## src/rtl/htc_pkg.sv

```systemverilog
package htc_pkg;

    localparam int unsigned NCORE  = 4;
    localparam int unsigned CIDX_W = $clog2(NCORE);

    typedef logic [CIDX_W-1:0] core_idx_t;
    typedef logic [NCORE-1:0]  core_mask_t;

    typedef struct packed {
        logic      live;
        core_idx_t par;
    } slot_t;

    typedef slot_t [NCORE-1:0] slot_vec_t;

    typedef struct packed {
        logic      vld;
        core_idx_t tgt;
        core_idx_t par;
    } spawn_cmd_t;

    typedef struct packed {
        logic      found;
        core_idx_t idx;
    } pick_t;

    function automatic pick_t lowest_set(core_mask_t m);
        pick_t r;
        r = '0;
        for (int i = NCORE - 1; i >= 0; i--) begin
            if (m[i]) begin
                r.found = 1'b1;
                r.idx   = core_idx_t'(i);
            end
        end
        return r;
    endfunction

endpackage

```

## src/rtl/htc_kill_eval.sv

```systemverilog
module htc_kill_eval
    import htc_pkg::*;
#(
    parameter int unsigned SLOT = 0
) (
    input  slot_t      slot_i,
    input  logic       ms_vld_i,
    input  core_idx_t  ms_core_i,
    input  core_mask_t fin_i,
    input  core_mask_t exc_i,
    output logic       kill_o
);
    localparam core_idx_t SELF = core_idx_t'(SLOT);

    logic parent_lost;
    logic ended;

    always_comb begin
        parent_lost = !ms_vld_i || (ms_core_i != slot_i.par);
        ended       = fin_i[slot_i.par] || fin_i[SELF] || exc_i[SELF];
        kill_o      = slot_i.live && (parent_lost || ended);
    end

endmodule

```

## src/rtl/htc_spawn_arb.sv

```systemverilog
module htc_spawn_arb
    import htc_pkg::*;
(
    input  logic       miss_vld_i,
    input  logic       miss_conf_i,
    input  core_idx_t  miss_core_i,
    input  logic       ms_vld_i,
    input  core_idx_t  ms_core_i,
    input  core_mask_t tls_i,
    input  core_mask_t live_i,
    input  core_mask_t has_helper_i,
    input  core_mask_t fin_i,
    output spawn_cmd_t cmd_o
);
    core_mask_t free_mask;
    pick_t      pick;
    logic       qualified;

    always_comb begin
        free_mask = ~tls_i & ~live_i;
        pick      = lowest_set(free_mask);
        qualified = miss_vld_i && miss_conf_i && ms_vld_i
                 && (miss_core_i == ms_core_i)
                 && !has_helper_i[miss_core_i]
                 && !fin_i[miss_core_i];
        cmd_o.vld = qualified && pick.found;
        cmd_o.tgt = pick.idx;
        cmd_o.par = miss_core_i;
    end

endmodule

```

## src/rtl/htc_slot_table.sv

```systemverilog
module htc_slot_table
    import htc_pkg::*;
(
    input  logic       clk,
    input  logic       rst,
    input  spawn_cmd_t spawn_i,
    input  core_mask_t kill_i,
    output slot_vec_t  slots_o
);
    slot_vec_t slots_q;

    always_ff @(posedge clk) begin
        if (rst) begin
            slots_q <= '0;
        end else begin
            for (int i = 0; i < NCORE; i++) begin
                if (kill_i[i]) begin
                    slots_q[i].live <= 1'b0;
                end else if (spawn_i.vld && (spawn_i.tgt == core_idx_t'(i))) begin
                    slots_q[i].live <= 1'b1;
                    slots_q[i].par  <= spawn_i.par;
                end
            end
        end
    end

    assign slots_o = slots_q;

    for (genvar g = 0; g < NCORE; g++) begin : g_chk
        a_r9_kill_releases: assert property (@(posedge clk) disable iff (rst)
            kill_i[g] |=> !slots_o[g].live);

        a_r5_spawn_claims: assert property (@(posedge clk) disable iff (rst)
            (spawn_i.vld && spawn_i.tgt == core_idx_t'(g) && !kill_i[g])
            |=> (slots_o[g].live && slots_o[g].par == $past(spawn_i.par)));

        a_r10_slot_holds: assert property (@(posedge clk) disable iff (rst)
            (!kill_i[g] && !(spawn_i.vld && spawn_i.tgt == core_idx_t'(g)))
            |=> (slots_o[g] == $past(slots_o[g])));
    end

endmodule

```

## src/rtl/htc_ctrl.sv

```systemverilog
module htc_ctrl
    import htc_pkg::*;
(
    input  logic             clk,
    input  logic             rst,
    input  logic [NCORE-1:0] tls_active_i,
    input  logic             ms_vld_i,
    input  logic [CIDX_W-1:0] ms_core_i,
    input  logic             miss_vld_i,
    input  logic [CIDX_W-1:0] miss_core_i,
    input  logic             miss_conf_i,
    input  logic [NCORE-1:0] fin_i,
    input  logic [NCORE-1:0] exc_i,
    output logic             spawn_vld_o,
    output logic [CIDX_W-1:0] spawn_core_o,
    output logic [CIDX_W-1:0] spawn_parent_o,
    output logic [NCORE-1:0] kill_o,
    output logic [NCORE-1:0] sq_block_o
);
    slot_vec_t  slots;
    core_mask_t live_mask;
    core_mask_t has_helper;
    core_mask_t kill_mask;
    spawn_cmd_t spawn_cmd;

    always_comb begin
        has_helper = '0;
        for (int h = 0; h < NCORE; h++) begin
            live_mask[h] = slots[h].live;
            if (slots[h].live) has_helper[slots[h].par] = 1'b1;
        end
    end

    for (genvar g = 0; g < NCORE; g++) begin : g_kill
        htc_kill_eval #(.SLOT(g)) u_kill (
            .slot_i    (slots[g]),
            .ms_vld_i  (ms_vld_i),
            .ms_core_i (ms_core_i),
            .fin_i     (fin_i),
            .exc_i     (exc_i),
            .kill_o    (kill_mask[g])
        );
    end

    htc_spawn_arb u_arb (
        .miss_vld_i   (miss_vld_i),
        .miss_conf_i  (miss_conf_i),
        .miss_core_i  (miss_core_i),
        .ms_vld_i     (ms_vld_i),
        .ms_core_i    (ms_core_i),
        .tls_i        (tls_active_i),
        .live_i       (live_mask),
        .has_helper_i (has_helper),
        .fin_i        (fin_i),
        .cmd_o        (spawn_cmd)
    );

    htc_slot_table u_tab (
        .clk     (clk),
        .rst     (rst),
        .spawn_i (spawn_cmd),
        .kill_i  (kill_mask),
        .slots_o (slots)
    );

    assign spawn_vld_o    = spawn_cmd.vld;
    assign spawn_core_o   = spawn_cmd.tgt;
    assign spawn_parent_o = spawn_cmd.par;
    assign kill_o         = kill_mask;
    assign sq_block_o     = live_mask;

    a_r2_needs_conf: assert property (@(posedge clk) disable iff (rst)
        spawn_vld_o |-> (miss_vld_i && miss_conf_i));

    a_r3_from_most_spec: assert property (@(posedge clk) disable iff (rst)
        spawn_vld_o |-> (ms_vld_i && spawn_parent_o == ms_core_i && !fin_i[spawn_parent_o]));

    a_r4_target_free: assert property (@(posedge clk) disable iff (rst)
        spawn_vld_o |-> (!tls_active_i[spawn_core_o] && !sq_block_o[spawn_core_o]));

    for (genvar p = 0; p < NCORE; p++) begin : g_par
        core_mask_t kids;
        always_comb begin
            for (int h = 0; h < NCORE; h++)
                kids[h] = slots[h].live && (slots[h].par == core_idx_t'(p));
        end
        a_r6_one_helper: assert property (@(posedge clk) disable iff (rst)
            $onehot0(kids));
    end

    for (genvar h = 0; h < NCORE; h++) begin : g_core
        a_r7_parent_lost: assert property (@(posedge clk) disable iff (rst)
            (sq_block_o[h] && !(ms_vld_i && ms_core_i == slots[h].par)) |-> kill_o[h]);

        a_r8_exception: assert property (@(posedge clk) disable iff (rst)
            (sq_block_o[h] && (exc_i[h] || fin_i[h])) |-> kill_o[h]);

        a_r8_idle_core: assert property (@(posedge clk) disable iff (rst)
            !sq_block_o[h] |-> !kill_o[h]);
    end

endmodule

```

## config.mk

```make
export PLATFORM = sky130hd
export DESIGN_NAME = htc_ctrl
export DESIGN_NICKNAME = d
export VERILOG_FILES = /design/src/rtl/htc_pkg.sv /design/src/rtl/htc_kill_eval.sv /design/src/rtl/htc_spawn_arb.sv /design/src/rtl/htc_slot_table.sv /design/src/rtl/htc_ctrl.sv
export SDC_FILE = /design/constraint.sdc
export NUM_CORES = 1
export LEC_CHECK = 0
export BUFFER_PORTS_ARGS = -buffer_cell sky130_fd_sc_hd__buf_2
export CAP_MARGIN = 5
export CELL_PAD_IN_SITES_DETAIL_PLACEMENT = 0
export CELL_PAD_IN_SITES_GLOBAL_PLACEMENT = 1
export CORE_MARGIN = 1
export CORE_UTILIZATION = 35
export DETAILED_ROUTE_END_ITERATION = 8
export GPL_TIMING_DRIVEN = 0
export HOLD_SLACK_MARGIN = 0.05
export PLACE_DENSITY = 0.8
export SLEW_MARGIN = 20
export SYNTH_ARGS = -nofsm -noshare
export SYNTH_HDL_FRONTEND = slang
export SYNTH_SLANG_ARGS = --single-unit
export TNS_END_PERCENT = 1
```

## constraint.sdc

```tcl
create_clock -name clk -period 4.1 [get_ports clk]
set_input_delay 0.82 -clock clk [delete_from_list [all_inputs] [get_ports clk]]
set_output_delay 0.82 -clock clk [all_outputs]
set_load 0.03 [all_outputs]
```

==> results of run 1 <==
-- where the power goes --
part	switching, mW	internal [mW]
Sequential	0.000243	0.117
Clock	0.0391	0.0340
Combinational	0.0339	0.0270
-- cells in the mapped netlist, drive strengths merged, types with 2 or more instances --
cell     instances
nor3             7
a31oi            4
dfxtp           12
nor3b            3
buf             12
o211a            3
clkbuf           7
or2              2
nor4             3
nor2            12
nor2b            6
o31ai            3
or3              2
mux2i            7
nand2           14
o21ai            5
nand3            5
a2111oi          2
nand2b           8
o22ai            3
inv              3
a21oi            9
or2b             4
-- final timing paths --
path         cells after the start             start  slack (ns)                to
max                              7    miss_core_i[1]        0.83       spawn_vld_o
min                              2  u_tab.slots_o[5]        0.57  u_tab.slots_o[5]
max reg2reg                      7  u_tab.slots_o[6]        2.04  u_tab.slots_o[4]
min reg2reg                      2  u_tab.slots_o[5]        0.57  u_tab.slots_o[5]
-- final cells by class --
| type | instances | share of cell area [%] |
|---|---|---|
| Sequential cell | 12 | 16.4 |
| Multi-Input combinational cell | 120 | 54.0 |
| Timing Repair Buffer | 30 | 10.2 |
| Inverter | 3 | 0.769 |
| Buffer | 21 | 13.2 |
| Clock buffer | 3 | 1.54 |
| Tap cell | 46 | 3.93 |
-- worst max-delay path, stage by stage --
cell       delay (ns)
buf_6            0.11
mux2_4           0.30
a2bb2oi_1        0.16
a2111oi_4        0.38
o211a_1          0.34
or2_2            0.16
buf_2            0.18
-- through the flow --
step / area [µm²] / worst slack [ns] / std cells / power, mW / util, %
floorplan: 1230 / 1.03 / 156 / 0.160 / -
global placement: 1440 / 0.837 / 232 / 0.179 / 42.9
detailed placement: 1440 / 0.833 / 232 / 0.180 / 42.9
CTS: 1470 / 0.832 / 235 / 0.252 / 43.6
global route: 1470 / 0.742 / 235 / 0.262 / 43.6
finish: 1470 / 0.826 / 235 / 0.251 / 43.6
-- layer usage --
| layer | track usage, % | part of all wire [%] |
|---|---|---|
| met4 | 0.952 | 0.16 |
| met2 | 30.1 | 50 |
| met3 | 4.41 | 3.5 |
| met1 | 22.4 | 46 |
| met5 | 0 | 0 |
-- kinds of logic (layout without fill, tap and decap cells) --
logic type | after synthesis | count (layout)
AOI/OAI and AO/OA | 38 | 38
xor gates and xnor gates | 2 | 2
buffers and inverters | 24 | 57
muxes | 8 | 8
DFF | 12 | 12
and+or+nand+nor | 72 | 72
-- placed cells by master (no fill, tap or decap), types with 2 or more instances in the layout --
cell type / n
o211a_1: 3
dfxtp_1: 12
clkbuf_4: 3
nand2b_1: 8
o22ai_1: 3
nand3_1: 5
o31ai_1: 3
a31oi_1: 4
o21ai_2: 2
mux2i_1: 7
a21oi_1: 9
or3_1: 2
nor3b_1: 3
buf_2: 30
clkbuf_8: 3
clkbuf_1: 4
or2_2: 2
buf_4: 11
nor2b_1: 6
or2b_2: 4
nor3_1: 7
nor4_1: 3
o21ai_0: 3
nand2_1: 14
inv_1: 3
nor2_1: 12
==> impl_metrics.csv, run 1 <==
group,metric,value,unit
power,power_density,171,nW/µm²
synthesis,synth_xor_area_share,1.42,%
hold_path,hold_path_class,"flop to flop",
layout,fin_nets,212,
layout,antenna_cells,0,
layout,multi_input_area,791,µm²
synthesis,synth-compound-area-share,23.7,%
setup_path,cp-end-kind,"primary output",
clocking,cts_htree_levels,1,
power,p_leak,0.666,nW
clocking,holdBufCountCts,0,
clocking,clk_latency,0.27,ns
synthesis,yosysTopAreaCell,"dfxtp_1",
clocking,cts_buffers,3,
floorplan,die_width,61.4,µm
setup_path,required,3.28,ns
sta,tightest_slew,0.662,ns
floorplan,die_area,3770,µm²
layout,area.sequential,240,µm²
routing,firstDrtPassIters,4,
synthesis,synth_cells,156,
synthesis,synth_fa_ha_area_share,0,%
synthesis,synth_seq_cells,12,
sta,hold_viol_final,0,
routing,routed_wl,3.04,mm
sta,fin_tns_setup,0,ns
synthesis,syn_area_per_cell,7.92,µm²
sta,skew,0.00169,ns
placed_design,gp_congestion,0.834,
clocking,post-cts-setup-buffers,0,
sta,clock.fmax,0.305,GHz
clocking,cts.clk_slew.worst_paths,0.07,ns
floorplan,start_util,36.7,%
setup_path,worst-path-max-fanout,7,
synthesis,synth_fp_nets,177,
clocking,cts.sinks,12,
grt,antenna_found_initial,0,
grt,overflow,0,
floorplan,placementRows,21,
clocking,cts_tree,"done",
layout,nFillCells,371,
routing,vias_per_cell,5.22,
routing,routed-via-count,1227,
layout,areaGrowthSynthToFinish,18.6,%
power,ir_drop,0.125,mV
synthesis,netlist.area_leader.share,19.5,%
layout,largest_reg_flops,12,
floorplan,core,3360,µm²
synthesis,async_flop_share,0,%
routing,drc,0,
layout,drive_gt1_share,33.9,%
grt,grt_start_max_net_pins,11,
sta,holdWs,0.574,ns
clocking,ctsRootBufferMaster,"clkbuf_4",
synthesis,synth.top_cells.by_area,"dfxtp_1 19%, buf_4 6.7%, mux2i_1 5.7%",
setup_path,arrival,2.45,ns
routing,wire_per_inst,12.9,µm
grt,grtUsageTotal,17.2,%
sta,slew_headroom,55.4,%
placed_design,numPortBuffers,30,
synthesis,synth_top_family_by_area,"simple AND/OR/NAND/NOR gates",
outcome,outcome,"finished clean",
synthesis,synth-simple-area-share,32.0,%
grt,grt_pass1_wl,4.75,mm
clocking,clock_path_buffers,2,
floorplan,io_pins,34,
sta,fin_crit_sh,79.8,%
sta,finalMaxSlewViolations,0,
synthesis,synth_flop_cell,"dfxtp_1",
synthesis,synth-edff-count,0,
synthesis,syn-cell-area,1230,µm²
routing,ant_nets,0,
synthesis,yosysUniqueCellTypes,47,
synthesis,ys_warn_count,0,
clocking,cts_resized,0,
placed_design,dp_hpwl,2.37,mm
sta,setup_viol,0,
synthesis,ys_seq_area_share,19.5,%
job,drv_cap,0,
sta,rsz0062_at_grt,"no",
sta,min_period,3.27,ns
grt,grt_pass1_vias,1019,
routing,drt_iter0_markers,29,
synthesis,yosys-mux-area-fraction,6.89,%
floorplan,die_y,61.4,µm
setup_path,start_kind,"primary input",
setup_path,worst-setup-path-type,"primary input to primary output",
Note: power is estimated with default switching activity, not from simulation.
==> inputs of run 2 (changes only) <==
Settings changed: ABC_AREA from default to 1, CORE_UTILIZATION 35 to 34, PLACE_DENSITY 0.8 to 0.85.
Clock period 4.1 ns to 3.3 ns, I/O delays scaled along.
==> run 2 against run 1 <==
Compared with the run above: final cell count is 26% higher; sequential cell count stayed put; via count is 13% higher; critical path depth is 2 higher; register-to-register slack worse by 0.32 ns; critical endpoint unchanged; global-route usage is 1.5 points higher; non-clock buffer count is 6 lower; count of clock-buffer cells in the layout stayed put; clock skew is 0.0025 ns higher; power is 25% higher.
==> impl_metrics.csv, run 2 <==
group,metric,value,unit
grt,use_met1,25.3,%
layout,antenna_cells,0,
placed_design,numPortBuffers,33,
synthesis,async_flop_share,0,%
power,power_density,220,nW/µm²
grt,antenna_found_initial,0,
clocking,holdBufCountCts,0,
clocking,cts_resized,0,
clocking,cts.clk_slew.worst_paths,0.07,ns
synthesis,synth.top_cells.by_area,"dfxtp_1 20%, nand2_1 17%, nor2_1 13%",
clocking,cts_buffers,3,
power,ir_drop,0.144,mV
setup_path,r2r_slack,1.72,ns
synthesis,ys_top_cells_by_count,"53 x nand2_1, 41 x nor2_1, 27 x inv_1",
hold_path,hold_path_class,"flop to flop",
setup_path,worstSetupStartpoint,"miss_core_i[1]",
clocking,ctsRootBufferMaster,"clkbuf_4",
placed_design,placedCellCount,292,
floorplan,io_pins,34,
synthesis,ys_seq_area_share,20.4,%
sta,hold_viol_final,0,
synthesis,synth_flop_cell,"dfxtp_1",
grt,grt.busiest_layer,"met2",
power,p_leak,0.741,nW
setup_path,arrival,1.88,ns
sta,holdWs,0.544,ns
sta,tightest_slew,0.447,ns
floorplan,die_y,60.9,µm
clocking,post-cts-setup-buffers,0,
routing,ant_nets,0,
clocking,clock_path_buffers,2,
clocking,cts_htree_levels,1,
synthesis,netlist.area_leader.share,20.4,%
floorplan,placementRows,21,
routing,firstDrtPassIters,4,
setup_path,r2r_start,"u_tab.slots_o[11]",
placed_design,gp_congestion,0.814,
layout,largest_reg_flops,12,
grt,overflow,0,
routing,drt_iter0_markers,97,
layout,drive_gt1_share,22.9,%
synthesis,yosys.cell_count.top_type,"nand2_1",
grt,grt_start_max_net_pins,11,
synthesis,ys_warn_count,0,
sta,clock.fmax,0.393,GHz
hold_path,holdPathEnd,"u_tab.slots_o[3]",
setup_path,cp-end-kind,"primary output",
grt,gr-usage-met3,1.28,%
synthesis,syn-cell-area,1180,µm²
floorplan,die_width,60.9,µm
clocking,clk_latency,0.27,ns
sta,setup_viol,0,
setup_path,required,2.64,ns
synthesis,yosysTopAreaCell,"dfxtp_1",
layout,areaGrowthSynthToFinish,20.8,%
setup_path,worstRegToRegCells,11,
layout,final_common_cell,"nand2_1",
grt,grtUsageTotal,18.7,%
floorplan,start_util,35.3,%
layout,fin_area,1420,µm²
placed_design,preCtsSetupSlack,0.769,ns
synthesis,synth_cells,213,
grt,grt_pass1_vias,1152,
setup_path,worst-setup-path-type,"primary input to primary output",
hold_path,hold_path_depth,2,
layout,nFillCells,396,
grt,grt_pass1_wl,5.13,mm
synthesis,synth_seq_cells,12,
setup_path,start_kind,"primary input",
sta,slew_headroom,70.2,%
setup_path,rr_endpoint,"u_tab.slots_o[0]",
floorplan,core,3340,µm²
clocking,cts.sinks,12,
sta,skew,0.00419,ns
outcome,outcome,"finished clean",
routing,drc,0,
grt,gr-usage-met2,31.1,%
sta,finalMaxSlewViolations,0,
hold_path,worstHoldStart,"u_tab.slots_o[3]",
routing,wire_per_inst,10.8,µm
layout,fin_nets,272,
sta,min_period,2.54,ns
layout,post-route-util,42.7,%
layout,final_cell_mix,"53 x nand2_1, 41 x nor2_1, 33 x buf_2, 27 x inv_1, 20 x nand3_1",
synthesis,syn_area_per_cell,5.53,µm²
sta,rsz0062_at_grt,"no",
sta,fin_tns_setup,0,ns
synthesis,synth-edff-count,0,
routing,routed_wl,3.19,mm
layout,fin_cells,295,
clocking,cts_tree,"done",
routing,vias_per_cell,4.68,
sta,layout_setup_ws,0.757,ns
placed_design,dpl_cell_area,1400,µm²
placed_design,dp_hpwl,2.64,mm
synthesis,yosysUniqueCellTypes,23,
setup_path,worst-path-max-fanout,9,
synthesis,synth_fp_nets,234,
sta,fin_crit_sh,77.1,%
power,total_power,0.313,mW
routing,routed-via-count,1382,
floorplan,die_area,3710,µm²
job,drv_cap,0,
-- run 2: cell types whose count changed in the layout (fill, tap and decap cells not counted), moves of 4 or more --
| cell | change |
|---|---|
| nand3_1 | +15 |
| nor2_2 | +5 |
| nand4_1 | +8 |
| nor2_1 | +29 |
| nor2b_1 | -6 |
| inv_1 | +24 |
| mux2i_1 | -7 |
| or2b_2 | -4 |
| nand2b_1 | -8 |
| nand2_1 | +39 |
-- run 2: power by group --
part,switching (mW),internal (mW),leakage (nW)
combinational,0.0508,0.0275,0.630
clock,0.0461,0.0423,0.0138
sequential,0.00130,0.145,0.0967
-- run 2: logic make-up (layout without fill, tap and decap cells) --
group                  Yosys count  in the layout  share of synthesized area, %
AO/OA/AOI/OAI                   21             21                          10.2
buffers and inverters           41             77                          16.2
AND/OR/NAND/NOR                139            139                          53.2
flip-flops                      12             12                          20.4
-- run 2: routing by layer --
layer  routed length [µm]  share of wire, %  vias up
met5                    0                 0        -
met4                   45               1.4        0
met3                  103               3.2        5
met2                 1410                44       29
met1                 1630                51      595
li1                     -                 -      753
-- run 2: how the worst max path moves through the flow --
stage | slack [ns] | cells past startpoint | to
5_1_grt | 0.64 | 9 | spawn_vld_o
3_5_place_dp | 0.77 | 9 | spawn_vld_o
3_3_place_gp | 0.76 | 9 | kill_o[0]
2_1_floorplan | 1.18 | 7 | kill_o[0]
6_report | 0.76 | 9 | spawn_vld_o
4_1_cts | 0.77 | 9 | spawn_vld_o
-- run 2: area by class of cell --
type / count / area (µm²) / share of cell area [%]
buffer: 12 / 82.6 / 5.80
clock buffer: 3 / 22.5 / 1.58
inverter: 29 / 109 / 7.64
multi-input combinational: 160 / 747 / 52.5
sequential: 12 / 240 / 16.9
tap: 46 / 57.6 / 4.04
timing repair buffer: 33 / 165 / 11.6
-- run 2: worst max-delay path, stage by stage --
cell     delay (ns)
buf_2          0.14
inv_2          0.18
nand2_1        0.10
a21oi_2        0.18
nand3_1        0.11
nor2_2         0.13
nand3_4        0.13
inv_2          0.08
buf_2          0.18
==> inputs of run 3 (changes only) <==
Settings changed: ABC_AREA 1 to 0, PLACE_DENSITY 0.85 to 0.81.
Clock period 3.3 ns to 2.1 ns, I/O delays scaled along.
==> run 3 against run 2 <==
Compared with the run above: the run now ends with negative setup slack left; largest cell class unchanged; cell area is 16% higher; global-route usage is 0.85 points lower; count of clock-buffer cells in the layout is 1 higher; final cell count is 19% lower; first-iteration DRC count is 58% lower; wire length is 4.0% higher; utilization is 5.5 points higher; critical path depth is 4 lower; combinational power is 75% higher.
==> impl_metrics.csv, run 3 (synthesis results as in run 1) <==
group,metric,value,unit
routing,firstDrtPassIters,4,
clocking,holdBufCountCts,0,
grt,gr-usage-met3,3.49,%
clocking,clock_path_buffers,2,
setup_path,worst-path-max-fanout,7,
setup_path,path_cells,"o22a_4 -> a2111oi_4 -> o211a_1 -> or2_4 -> buf_6",
sta,fin_tns_setup,-0.149,ns
floorplan,core,3420,µm²
clocking,ctsRootBufferMaster,"clkbuf_4",
hold_path,hold_path_class,"primary input to flop",
setup_path,worst-setup-path-type,"flop to primary output",
clocking,cts.clk_slew.worst_paths,0.09,ns
floorplan,placementRows,21,
routing,routed_wl,3.32,mm
clocking,cts.sinks,12,
clocking,clk_latency,0.28,ns
routing,drc,0,
layout,fin_nets,216,
placed_design,dp_hpwl,2.41,mm
grt,grtUsageTotal,17.9,%
floorplan,start_util,36.2,%
setup_path,start_kind,"flop",
grt,grt_pass1_vias,1245,
layout,post-route-util,48.2,%
sta,rsz0062_at_grt,"yes",
sta,setup_viol,2,
sta,min_period,2.23,ns
placed_design,gp_congestion,0.803,
layout,nFillCells,360,
clocking,cts_buffers,3,
sta,skew,0.00599,ns
setup_path,cp-end-kind,"primary output",
layout,antenna_cells,0,
placed_design,dpl_cell_area,1450,µm²
layout,fin_area,1650,µm²
routing,drt_iter0_markers,41,
floorplan,die_area,3880,µm²
sta,hold_viol_final,0,
grt,gr-usage-met2,33.5,%
layout,drive_gt1_share,50.5,%
setup_path,arrival,1.81,ns
power,power_density,333,nW/µm²
sta,fin_crit_sh,106,%
grt,overflow,0,
grt,antenna_found_initial,0,
placed_design,numPortBuffers,30,
sta,tightest_slew,0.366,ns
floorplan,die_width,62.3,µm
sta,clock.fmax,0.449,GHz
placed_design,placedCellCount,232,
routing,routed-via-count,1247,
layout,multi_input_area,887,µm²
layout,largest_reg_flops,12,
routing,wire_per_inst,13.8,µm
layout,areaGrowthSynthToFinish,33.2,%
sta,finalMaxSlewViolations,0,
layout,final_cell_mix,"27 x buf_2, 20 x buf_4, 14 x nand2_1, 9 x nor2_1, 9 x a21oi_1",
layout,fin_cells,240,
setup_path,required,1.68,ns
outcome,outcome,"finished with violations",
sta,slew_headroom,75.3,%
layout,area.sequential,274,µm²
power,ir_drop,0.259,mV
sta,holdWs,0.418,ns
setup_path,cp_slowest_stage_delay,0.43,ns
routing,vias_per_cell,5.20,
sta,layout_setup_ws,-0.125,ns
floorplan,io_pins,34,
grt,use_met1,20.1,%
layout,final_common_cell,"buf_2",
outcome,violations,"negative setup slack",
grt,grt_start_max_net_pins,12,
routing,ant_nets,0,
setup_path,critPathSlowestCell,"a2111oi_4",
job,drv_cap,0,
floorplan,die_y,62.3,µm
clocking,cts_tree,"done",
grt,grt_pass1_wl,5.56,mm
power,p_leak,0.721,nW
grt,grt.busiest_layer,"met2",
clocking,cts_htree_levels,1,
run 3: report_power, final:
group          switching, mW  internal (mW)
Combinational         0.0750         0.0619
Sequential           0.00109          0.218
Clock                 0.0875          0.105
run 3: layer usage:
| layer | part of all wire, % | vias up |
|---|---|---|
| met2 | 53 | 25 |
| met3 | 2.8 | 4 |
| li1 | - | 632 |
| met1 | 43 | 586 |
| met5 | 0 | - |
| met4 | 1.1 | 0 |
run 3: area by class of cell:
cell class,count,share of cell area [%]
Tap cell,46,3.50
Multi-Input combinational cell,120,53.9
Timing Repair Buffer,40,14.8
Clock buffer,4,2.21
Buffer,15,8.21
Inverter,3,0.684
Sequential cell,12,16.7
run 3: metrics by stage:
stage	worst slack, ns	power (mW)
global route	-0.181	0.577
global placement	-0.215	0.351
CTS	-0.0838	0.551
floorplan	0.00237	0.314
finish	-0.125	0.549
detailed placement	-0.238	0.354
run 3: what timing repair did:
item,CTS,global route
gates resized for setup,33,12
pin swaps,11,8
buffers inserted,8,2
endpoints found under the setup margin,4,4
run 3: critical path: cells and delay by family (launching register included):
kind                   cells  cell delay [ns]
AND/OR/NAND/NOR            1             0.12
AO/OA/AOI/OAI              3             0.91
flip-flops                 1             0.38
buffers and inverters      1             0.12
run 3: path summary, 6_finish.rpt:
| path | startpoint | endpoint | slack [ns] | depth (start not counted) |
|---|---|---|---|---|
| worst max-delay path | u_tab.slots_o[11] | spawn_vld_o | -0.13 | 5 |
| worst min-delay path | exc_i[2] | u_tab.slots_o[8] | 0.42 | 4 |
| worst max register to register | u_tab.slots_o[11] | u_tab.slots_o[10] | 0.19 | 6 |
| worst min register to register | u_tab.slots_o[8] | u_tab.slots_o[8] | 0.54 | 2 |
